## config.mk

```make
export PLATFORM = sky130hd
export DESIGN_NAME = bcd_rtc_chain
export DESIGN_NICKNAME = d
export VERILOG_FILES = /design/src/rtl/rtc_pkg.sv /design/src/rtl/rtc_bcd_field.sv /design/src/rtl/rtc_calendar.sv /design/src/rtl/rtc_century_ctl.sv /design/src/rtl/bcd_rtc_chain.sv
export SDC_FILE = /design/constraint.sdc
export NUM_CORES = 1
export LEC_CHECK = 0
export BUFFER_PORTS_ARGS = -buffer_cell sky130_fd_sc_hd__buf_2
export CORE_MARGIN = 5
export CORE_UTILIZATION = 51
export DETAILED_ROUTE_END_ITERATION = 6
export PLACE_DENSITY_LB_ADDON = 0.05
export REMOVE_ABC_BUFFERS = 1
export SETUP_SLACK_MARGIN = 0.4
export SYNTH_ARGS = -nofsm -noshare
export SYNTH_HDL_FRONTEND = slang
export SYNTH_SLANG_ARGS = --single-unit
```

## constraint.sdc

```tcl
create_clock -name clk -period 3 [get_ports clk]
set_input_delay 0.3 -clock clk [delete_from_list [all_inputs] [get_ports clk]]
set_output_delay 0.3 -clock clk [all_outputs]
set_load 0.1 [all_outputs]
```

## src/rtl/rtc_pkg.sv

```systemverilog
`timescale 1ns/1ps
package rtc_pkg;

   typedef enum logic [2:0] {
      FLD_SEC  = 3'd0,
      FLD_MIN  = 3'd1,
      FLD_HOUR = 3'd2,
      FLD_DOW  = 3'd3,
      FLD_DATE = 3'd4,
      FLD_MON  = 3'd5,
      FLD_YEAR = 3'd6
   } rtc_field_e;

   localparam int unsigned RTC_NUM_FIELDS = 7;

   // true when both nibbles are decimal digits
   function automatic logic bcd_ok(input logic [7:0] v);
      return (v[3:0] <= 4'd9) && (v[7:4] <= 4'd9);
   endfunction

   // decimal increment of a two-digit BCD byte (no wrap handling)
   function automatic logic [7:0] bcd_next(input logic [7:0] v);
      logic [7:0] r;
      if (v[3:0] >= 4'd9) r = {v[7:4] + 4'd1, 4'd0};
      else                r = {v[7:4], v[3:0] + 4'd1};
      return r;
   endfunction

   // 10*t + u is divisible by 4 iff 2*t + u is: odd tens need units 2/6,
   // even tens need units 0/4/8
   function automatic logic bcd_div4(input logic [7:0] y);
      logic r;
      if (y[4]) r = (y[3:0] == 4'd2) || (y[3:0] == 4'd6);
      else      r = (y[3:0] == 4'd0) || (y[3:0] == 4'd4) || (y[3:0] == 4'd8);
      return r;
   endfunction

   // last day of a BCD month
   function automatic logic [7:0] month_last(input logic [4:0] m, input logic leap);
      logic [7:0] r;
      case (m)
         5'h02:                      r = leap ? 8'h29 : 8'h28;
         5'h04, 5'h06, 5'h09, 5'h11: r = 8'h30;
         default:                    r = 8'h31;
      endcase
      return r;
   endfunction

endpackage

```

## src/rtl/rtc_bcd_field.sv

```systemverilog
`timescale 1ns/1ps
module rtc_bcd_field
   import rtc_pkg::*;
#(
   parameter int unsigned TENS_W = 3,
   parameter logic [7:0]  LO     = 8'h00,
   parameter logic [7:0]  HI     = 8'h59,
   parameter logic [7:0]  RST    = 8'h00,
   localparam int unsigned W     = 4 + TENS_W
) (
   input  logic         clk,
   input  logic         rst_n,
   input  logic         load,
   input  logic [W-1:0] load_val,
   input  logic         step,
   output logic [W-1:0] value,
   output logic         last
);

   if (TENS_W < 1 || TENS_W > 4) begin : g_bad_tens
      $error("rtc_bcd_field: TENS_W must be 1..4");
   end
   if (!bcd_ok(LO) || !bcd_ok(HI) || !bcd_ok(RST)) begin : g_bad_bcd
      $error("rtc_bcd_field: LO, HI and RST must be BCD");
   end
   if (LO > HI || RST < LO || RST > HI) begin : g_bad_range
      $error("rtc_bcd_field: need LO <= RST <= HI");
   end
   if ((W < 8) && ((HI >> W) != 8'h00)) begin : g_bad_fit
      $error("rtc_bcd_field: HI does not fit the field width");
   end

   logic [W-1:0] cnt_q;
   logic [7:0]   cnt_ext;
   logic [7:0]   cnt_inc;

   always_comb begin
      cnt_ext         = '0;
      cnt_ext[W-1:0]  = cnt_q;
      cnt_inc         = bcd_next(cnt_ext);
   end

   // >= so an out-of-range load still wraps on the next step
   assign last  = (cnt_q >= HI[W-1:0]);
   assign value = cnt_q;

   always_ff @(posedge clk or negedge rst_n) begin
      if (!rst_n)       cnt_q <= RST[W-1:0];
      else if (load)    cnt_q <= load_val;
      else if (step)    cnt_q <= last ? LO[W-1:0] : cnt_inc[W-1:0];
   end

endmodule

```

## src/rtl/rtc_calendar.sv

```systemverilog
`timescale 1ns/1ps
module rtc_calendar
   import rtc_pkg::*;
#(
   parameter logic [7:0] RST_DATE  = 8'h01,
   parameter logic [7:0] RST_MONTH = 8'h01
) (
   input  logic       clk,
   input  logic       rst_n,
   input  logic       day_step,
   input  logic       date_load,
   input  logic       mon_load,
   input  logic [7:0] load_val,
   input  logic       leap,
   output logic [5:0] date,
   output logic [4:0] month,
   output logic       year_step
);

   if (!bcd_ok(RST_DATE) || RST_DATE < 8'h01 || RST_DATE > 8'h28) begin : g_bad_date
      $error("rtc_calendar: RST_DATE must be BCD 01..28");
   end

   logic [5:0] date_q;
   logic [7:0] last_day;
   logic       date_last;
   logic       mon_step;
   logic       mon_last;
   logic [7:0] date_ext;
   logic [7:0] date_inc;

   assign last_day  = month_last(month, leap);
   assign date_last = (date_q >= last_day[5:0]);
   assign mon_step  = day_step & date_last;
   assign year_step = mon_step & mon_last;
   assign date_ext  = {2'b00, date_q};
   assign date_inc  = bcd_next(date_ext);
   assign date      = date_q;

   always_ff @(posedge clk or negedge rst_n) begin
      if (!rst_n)         date_q <= RST_DATE[5:0];
      else if (date_load) date_q <= load_val[5:0];
      else if (day_step)  date_q <= date_last ? 6'h01 : date_inc[5:0];
   end

   rtc_bcd_field #(.TENS_W(1), .LO(8'h01), .HI(8'h12), .RST(RST_MONTH)) u_month (
      .clk      (clk),
      .rst_n    (rst_n),
      .load     (mon_load),
      .load_val (load_val[4:0]),
      .step     (mon_step),
      .value    (month),
      .last     (mon_last)
   );

endmodule

```

## src/rtl/rtc_century_ctl.sv

```systemverilog
`timescale 1ns/1ps
module rtc_century_ctl (
   input  logic       clk,
   input  logic       rst_n,
   input  logic       load,
   input  logic [1:0] load_bits,
   input  logic       year_wrap,
   output logic       cent_en,
   output logic       cent_bit
);

   logic en_q;
   logic bit_q;

   always_ff @(posedge clk or negedge rst_n) begin
      if (!rst_n) begin
         en_q  <= 1'b0;
         bit_q <= 1'b0;
      end else if (load) begin
         en_q  <= load_bits[1];
         bit_q <= load_bits[0];
      end else if (year_wrap && en_q) begin
         bit_q <= ~bit_q;
      end
   end

   assign cent_en  = en_q;
   assign cent_bit = bit_q;

endmodule

```

## src/rtl/bcd_rtc_chain.sv

```systemverilog
`timescale 1ns/1ps
module bcd_rtc_chain
   import rtc_pkg::*;
#(
   parameter bit         LEAP_EN   = 1'b1,
   parameter logic [7:0] RST_YEAR  = 8'h00,
   parameter logic [7:0] RST_MONTH = 8'h01,
   parameter logic [7:0] RST_DATE  = 8'h01,
   parameter logic [7:0] RST_DOW   = 8'h01
) (
   input  logic       clk,
   input  logic       rst_n,
   input  logic       tick_1hz,
   input  logic [6:0] wr_en,
   input  logic [7:0] wr_data,
   output logic [7:0] sec_o,
   output logic [7:0] min_o,
   output logic [7:0] hour_o,
   output logic [7:0] dow_o,
   output logic [7:0] date_o,
   output logic [7:0] mon_o,
   output logic [7:0] year_o
);

   localparam int unsigned NF = RTC_NUM_FIELDS;

   if (NF != 7) begin : g_bad_nf
      $error("bcd_rtc_chain: field count mismatch");
   end
   if (RST_DOW < 8'h01 || RST_DOW > 8'h07) begin : g_bad_dow
      $error("bcd_rtc_chain: RST_DOW must be 01..07");
   end
   if (RST_MONTH < 8'h01 || RST_MONTH > 8'h12) begin : g_bad_mon
      $error("bcd_rtc_chain: RST_MONTH must be 01..12");
   end

   logic       stop_q;
   logic       any_wr;
   logic       adv;
   logic [6:0] sec_q;
   logic [6:0] min_q;
   logic [5:0] hour_q;
   logic [4:0] dow_q;
   logic [5:0] date_q;
   logic [4:0] mon_q;
   logic [7:0] year_q;
   logic       sec_last, min_last, hour_last, dow_last, year_last;
   logic       sec_wrap, min_wrap, day_step, year_step, year_wrap;
   logic       leap;
   logic       cent_en, cent_bit;

   assign any_wr   = |wr_en;
   assign adv      = tick_1hz & ~stop_q & ~any_wr;
   assign sec_wrap = adv & sec_last;
   assign min_wrap = sec_wrap & min_last;
   assign day_step = min_wrap & hour_last;
   assign year_wrap = year_step & year_last;

   always_ff @(posedge clk or negedge rst_n) begin
      if (!rst_n)                    stop_q <= 1'b0;
      else if (wr_en[int'(FLD_SEC)]) stop_q <= wr_data[7];
   end

   rtc_bcd_field #(.TENS_W(3), .LO(8'h00), .HI(8'h59), .RST(8'h00)) u_sec (
      .clk(clk), .rst_n(rst_n),
      .load(wr_en[int'(FLD_SEC)]), .load_val(wr_data[6:0]),
      .step(adv), .value(sec_q), .last(sec_last)
   );

   rtc_bcd_field #(.TENS_W(3), .LO(8'h00), .HI(8'h59), .RST(8'h00)) u_min (
      .clk(clk), .rst_n(rst_n),
      .load(wr_en[int'(FLD_MIN)]), .load_val(wr_data[6:0]),
      .step(sec_wrap), .value(min_q), .last(min_last)
   );

   rtc_bcd_field #(.TENS_W(2), .LO(8'h00), .HI(8'h23), .RST(8'h00)) u_hour (
      .clk(clk), .rst_n(rst_n),
      .load(wr_en[int'(FLD_HOUR)]), .load_val(wr_data[5:0]),
      .step(min_wrap), .value(hour_q), .last(hour_last)
   );

   rtc_century_ctl u_cent (
      .clk(clk), .rst_n(rst_n),
      .load(wr_en[int'(FLD_HOUR)]), .load_bits(wr_data[7:6]),
      .year_wrap(year_wrap), .cent_en(cent_en), .cent_bit(cent_bit)
   );

   rtc_bcd_field #(.TENS_W(1), .LO(8'h01), .HI(8'h07), .RST(RST_DOW)) u_dow (
      .clk(clk), .rst_n(rst_n),
      .load(wr_en[int'(FLD_DOW)]), .load_val({2'b00, wr_data[2:0]}),
      .step(day_step), .value(dow_q), .last(dow_last)
   );

   rtc_calendar #(.RST_DATE(RST_DATE), .RST_MONTH(RST_MONTH)) u_cal (
      .clk(clk), .rst_n(rst_n),
      .day_step(day_step),
      .date_load(wr_en[int'(FLD_DATE)]), .mon_load(wr_en[int'(FLD_MON)]),
      .load_val(wr_data), .leap(leap),
      .date(date_q), .month(mon_q), .year_step(year_step)
   );

   rtc_bcd_field #(.TENS_W(4), .LO(8'h00), .HI(8'h99), .RST(RST_YEAR)) u_year (
      .clk(clk), .rst_n(rst_n),
      .load(wr_en[int'(FLD_YEAR)]), .load_val(wr_data),
      .step(year_step), .value(year_q), .last(year_last)
   );

   if (LEAP_EN) begin : g_leap
      assign leap = bcd_div4(year_q);
   end else begin : g_no_leap
      assign leap = 1'b0;
   end

   // dow wrap needs no carry out; the flag only feeds the field itself
   logic unused_dow_last;
   assign unused_dow_last = dow_last;

   assign sec_o  = {stop_q, sec_q};
   assign min_o  = {1'b0, min_q};
   assign hour_o = {cent_en, cent_bit, hour_q};
   assign dow_o  = {3'b000, dow_q};
   assign date_o = {2'b00, date_q};
   assign mon_o  = {3'b000, mon_q};
   assign year_o = year_q;

endmodule

```

==> impl_metrics.ini <==
[floorplanning]
die_w_um = 94.6
core.rowCount = 30
start_util_pct = 53.1
io-pin-count = 74
fp.coreArea_um2 = 6870
die_area_um2 = 8950
die_y_um = 94.6

[sta]
worstMarginPinSlew_ns = 0.890
finalCriticalPeriod_ns = 2.86
setup_viol = 0
rsz0062_at_grt = true
fin_ws_ns = 0.138
clock_skew_ns = 0.00648
fmax_mhz = 349
hold_viol = 0
tns_ns = 0
relSlewSlack_pct = 39.1
post-route-period-util_pct = 95.4
drv_slew = 0

[yosys]
synth_cell_types = 59
async_flop_share_pct = 100
yosysTopAreaCellShare_pct = 30.2
yosysSeqAreaShare_pct = 32.3
yosysWarnings = 0
netlist_area_um2 = 3650
synth_seq_cells = 47
synth_edf_count = 0
synth_top_area_cell = dfrtp_1
synth_flop_cell = dfrtp_1
yosys-top-cells-area = dfrtp_1 (30%), ha_1 (12%), inv_1 (4.1%)
syn_avg_cell_area_um2 = 8.75
syn-instance-count = 417

[power]
p_seq_share_pct = 32.5
power.internal_mw = 1.21
switchingPower_mw = 1.34
pwr-share-comb_pct = 51.9
p_total_mw = 2.54
power.leakage_nw = 2.02
switching_share_pct = 52.5
p_clk_share_pct = 15.6
peakVddDrop_mv = 0.437
p_per_area_nw_per_um2 = 570

[drt]
ant_nets = 0
totalWireLength_mm = 10.4
wl_per_cell_um = 17.8
vias_per_cell = 6.09
drt_pass1_iterations = 5
initialDrtViolationCount = 218
vias = 3571
route.detailed.drc = 0

[layout]
syn2layout_area_growth_pct = 22.1
nets = 543
n_antenna_cell = 0
drive_above_1_share_pct = 30.2
layoutNonFillerInstCount = 586
final_cell_mix = buf_2 (64), dfrtp_1 (44), inv_1 (38)
mostFrequentLayoutCell = buf_2

[hold_path]
hp-class = in -> async

[global_route]
grt_pass1_wl_mm = 16.6
grt_antenna_before_repair = 0
grt_use_total_pct = 23.7
grt_overflow = 0
grt_pass1_vias = 3361
grt_max_degree = 36

[cts]
cts.sinks = 47
clkTransAtPathRegs_ns = 0.09
tritoncts = built
htree_levels = 2
insertion_delay_ns = 0.30
cts_root_buf = clkbuf_8
clockBufferDepth = 2
cts_buffers = 5
hold_buffers = 0

[worst_setup_path]
r2r_setup_slack_ns = 0.14
crit_type = reg -> reg
reg2regPathDepth = 13
cp-start-kind = flop
reg2reg_from = u_year.value[0]
worstSetupEndpointType = flop
crit_slowest_cell = dfrtp_1
critPathArrivalTime_ns = 3.05
worstReg2RegEnd = u_cal.date[1]
crit_family = compound AO/OA/AOI/OAI gates
critPathMaxFanout = 5
crit_buf_inv = 2
max_stage_delay_ns = 0.37
cp.required_ns = 3.19
cp_cell_sequence = inv_2 > ha_2 > mux2i_2 > o32ai_2 > a2111oi_2 > a31oi_1 > ha_1 > nor4b_4 > o22ai_2 > buf_6 > nor3b_1 > mux2_4 > mux2_2

[placement]
port_buffers = 64
placedCellCount = 575
hpwl_mm = 7.50
post-place-ws_ns = -0.0936
place_congestion = 0.894

[run_status]
status = finished clean

[job]
drv_cap = 0
## how the worst max path moves through the flow
stage          cells after the start             from  slack (ns)               to
2_1_floorplan                     12  u_year.value[0]       -0.98  u_year.value[0]
3_5_place_dp                      12  u_year.value[0]       -0.09  u_year.value[3]
5_1_grt                           12  u_year.value[1]       -0.03  u_year.value[3]
3_3_place_gp                      12  u_year.value[0]        0.02  u_year.value[0]
4_1_cts                           13  u_year.value[1]        0.13  u_cent.cent_bit
6_report                          13  u_year.value[0]        0.14    u_cal.date[1]
## metal layers
metal | GRT usage (%) | wire (um) | vias to the layer above
met5 | 0 | 0 | -
met4 | 7.81 | 246 | 0
met3 | 3.19 | 662 | 20
met2 | 39.8 | 5110 | 141
met1 | 31.5 | 4430 | 1733
li1 | - | - | 1677
## sequential cells by signal (all words and copies together), names as in the netlist, 5 cells and up
name,flops
u_min.value,7
u_dow.value,5
u_sec.value,7
u_year.value,8
u_cal.date,6
u_hour.value,6
u_cal.u_month.value,5
## area by class of cell
cell class              count  area (um^2)
multi-input cells         309         2410
fillers                   609         2410
flip-flops and latches     47         1180
repair buffers             87          504
inverters                  40          150
well taps                  96          120
clock buffers               6         82.6
clock inverters             1         5.00
## cell usage after synthesis, drive strengths merged, types with 3 or more instances
cell type,number
dfrtp,44
inv,40
ha,35
nand2,30
nor2,22
a21oi,20
o31ai,18
o21ai,17
nand3,16
buf,15
clkbuf,14
nor3,12
a31oi,11
o211ai,11
mux2,8
o31a,7
a22oi,6
a41oi,6
nor3b,6
a2bb2oi,5
a211oi,4
and2,4
mux2i,4
nand4,4
a21o,3
a221o,3
dfstp,3
nand3b,3
nor2b,3
or3,3
or4,3
## worst register-to-register path: stages (launching register included)
cell and delay (ns):
dfrtp_1 0.37, inv_2 0.07, ha_2 0.19, mux2i_2 0.18
o32ai_2 0.13, a2111oi_2 0.30, a31oi_1 0.07, ha_1 0.33
nor4b_4 0.06, o22ai_2 0.29, buf_6 0.18, nor3b_1 0.05
mux2_4 0.28, mux2_2 0.26
## power groups by stage
stage                     Combinational [mW]  Clock [mW]  Sequential [mW]
after global placement                  1.23           0            0.828
after global routing                    1.40       0.434            0.844
after detailed placement                1.24           0            0.830
final                                   1.32       0.396            0.826
after floorplan                        0.406           0             1.38
after CTS                               1.29       0.408            0.822
## through the flow
| step | util, % | hold WS [ns] | area (um^2) |
|---|---|---|---|
| 2_1_floorplan | - | 0.00441 | 3520 |
| 3_3_place_gp | 59.7 | 0.441 | 4100 |
| 3_5_place_dp | 59.7 | 0.448 | 4100 |
| 4_1_cts | 63.3 | 0.112 | 4350 |
| 5_1_grt | 64.9 | 0.152 | 4460 |
| 6_report | 64.9 | 0.0835 | 4460 |
## logic make-up (layout without fill, tap and decap cells)
logic type / Yosys count / in the layout / share of synthesized area (%)
xor+xnor: 1 / 1 / 0.240
buf+inv: 69 / 134 / 8.50
fa+ha+maj: 35 / 35 / 12.0
simple gates: 121 / 121 / 17.9
flops: 47 / 47 / 32.3
mux: 12 / 12 / 3.57
other cells: 1 / 9 / 0.103
compound gates: 131 / 131 / 25.4
## what timing repair did
| item | in CTS | in global routing |
|---|---|---|
| resized for setup | 33 | 20 |
| pin swaps | 24 | 18 |
| setup endpoints to repair | 20 | 21 |
| buffers inserted | 3 | 1 |
(Power assumes the default switching activity.)
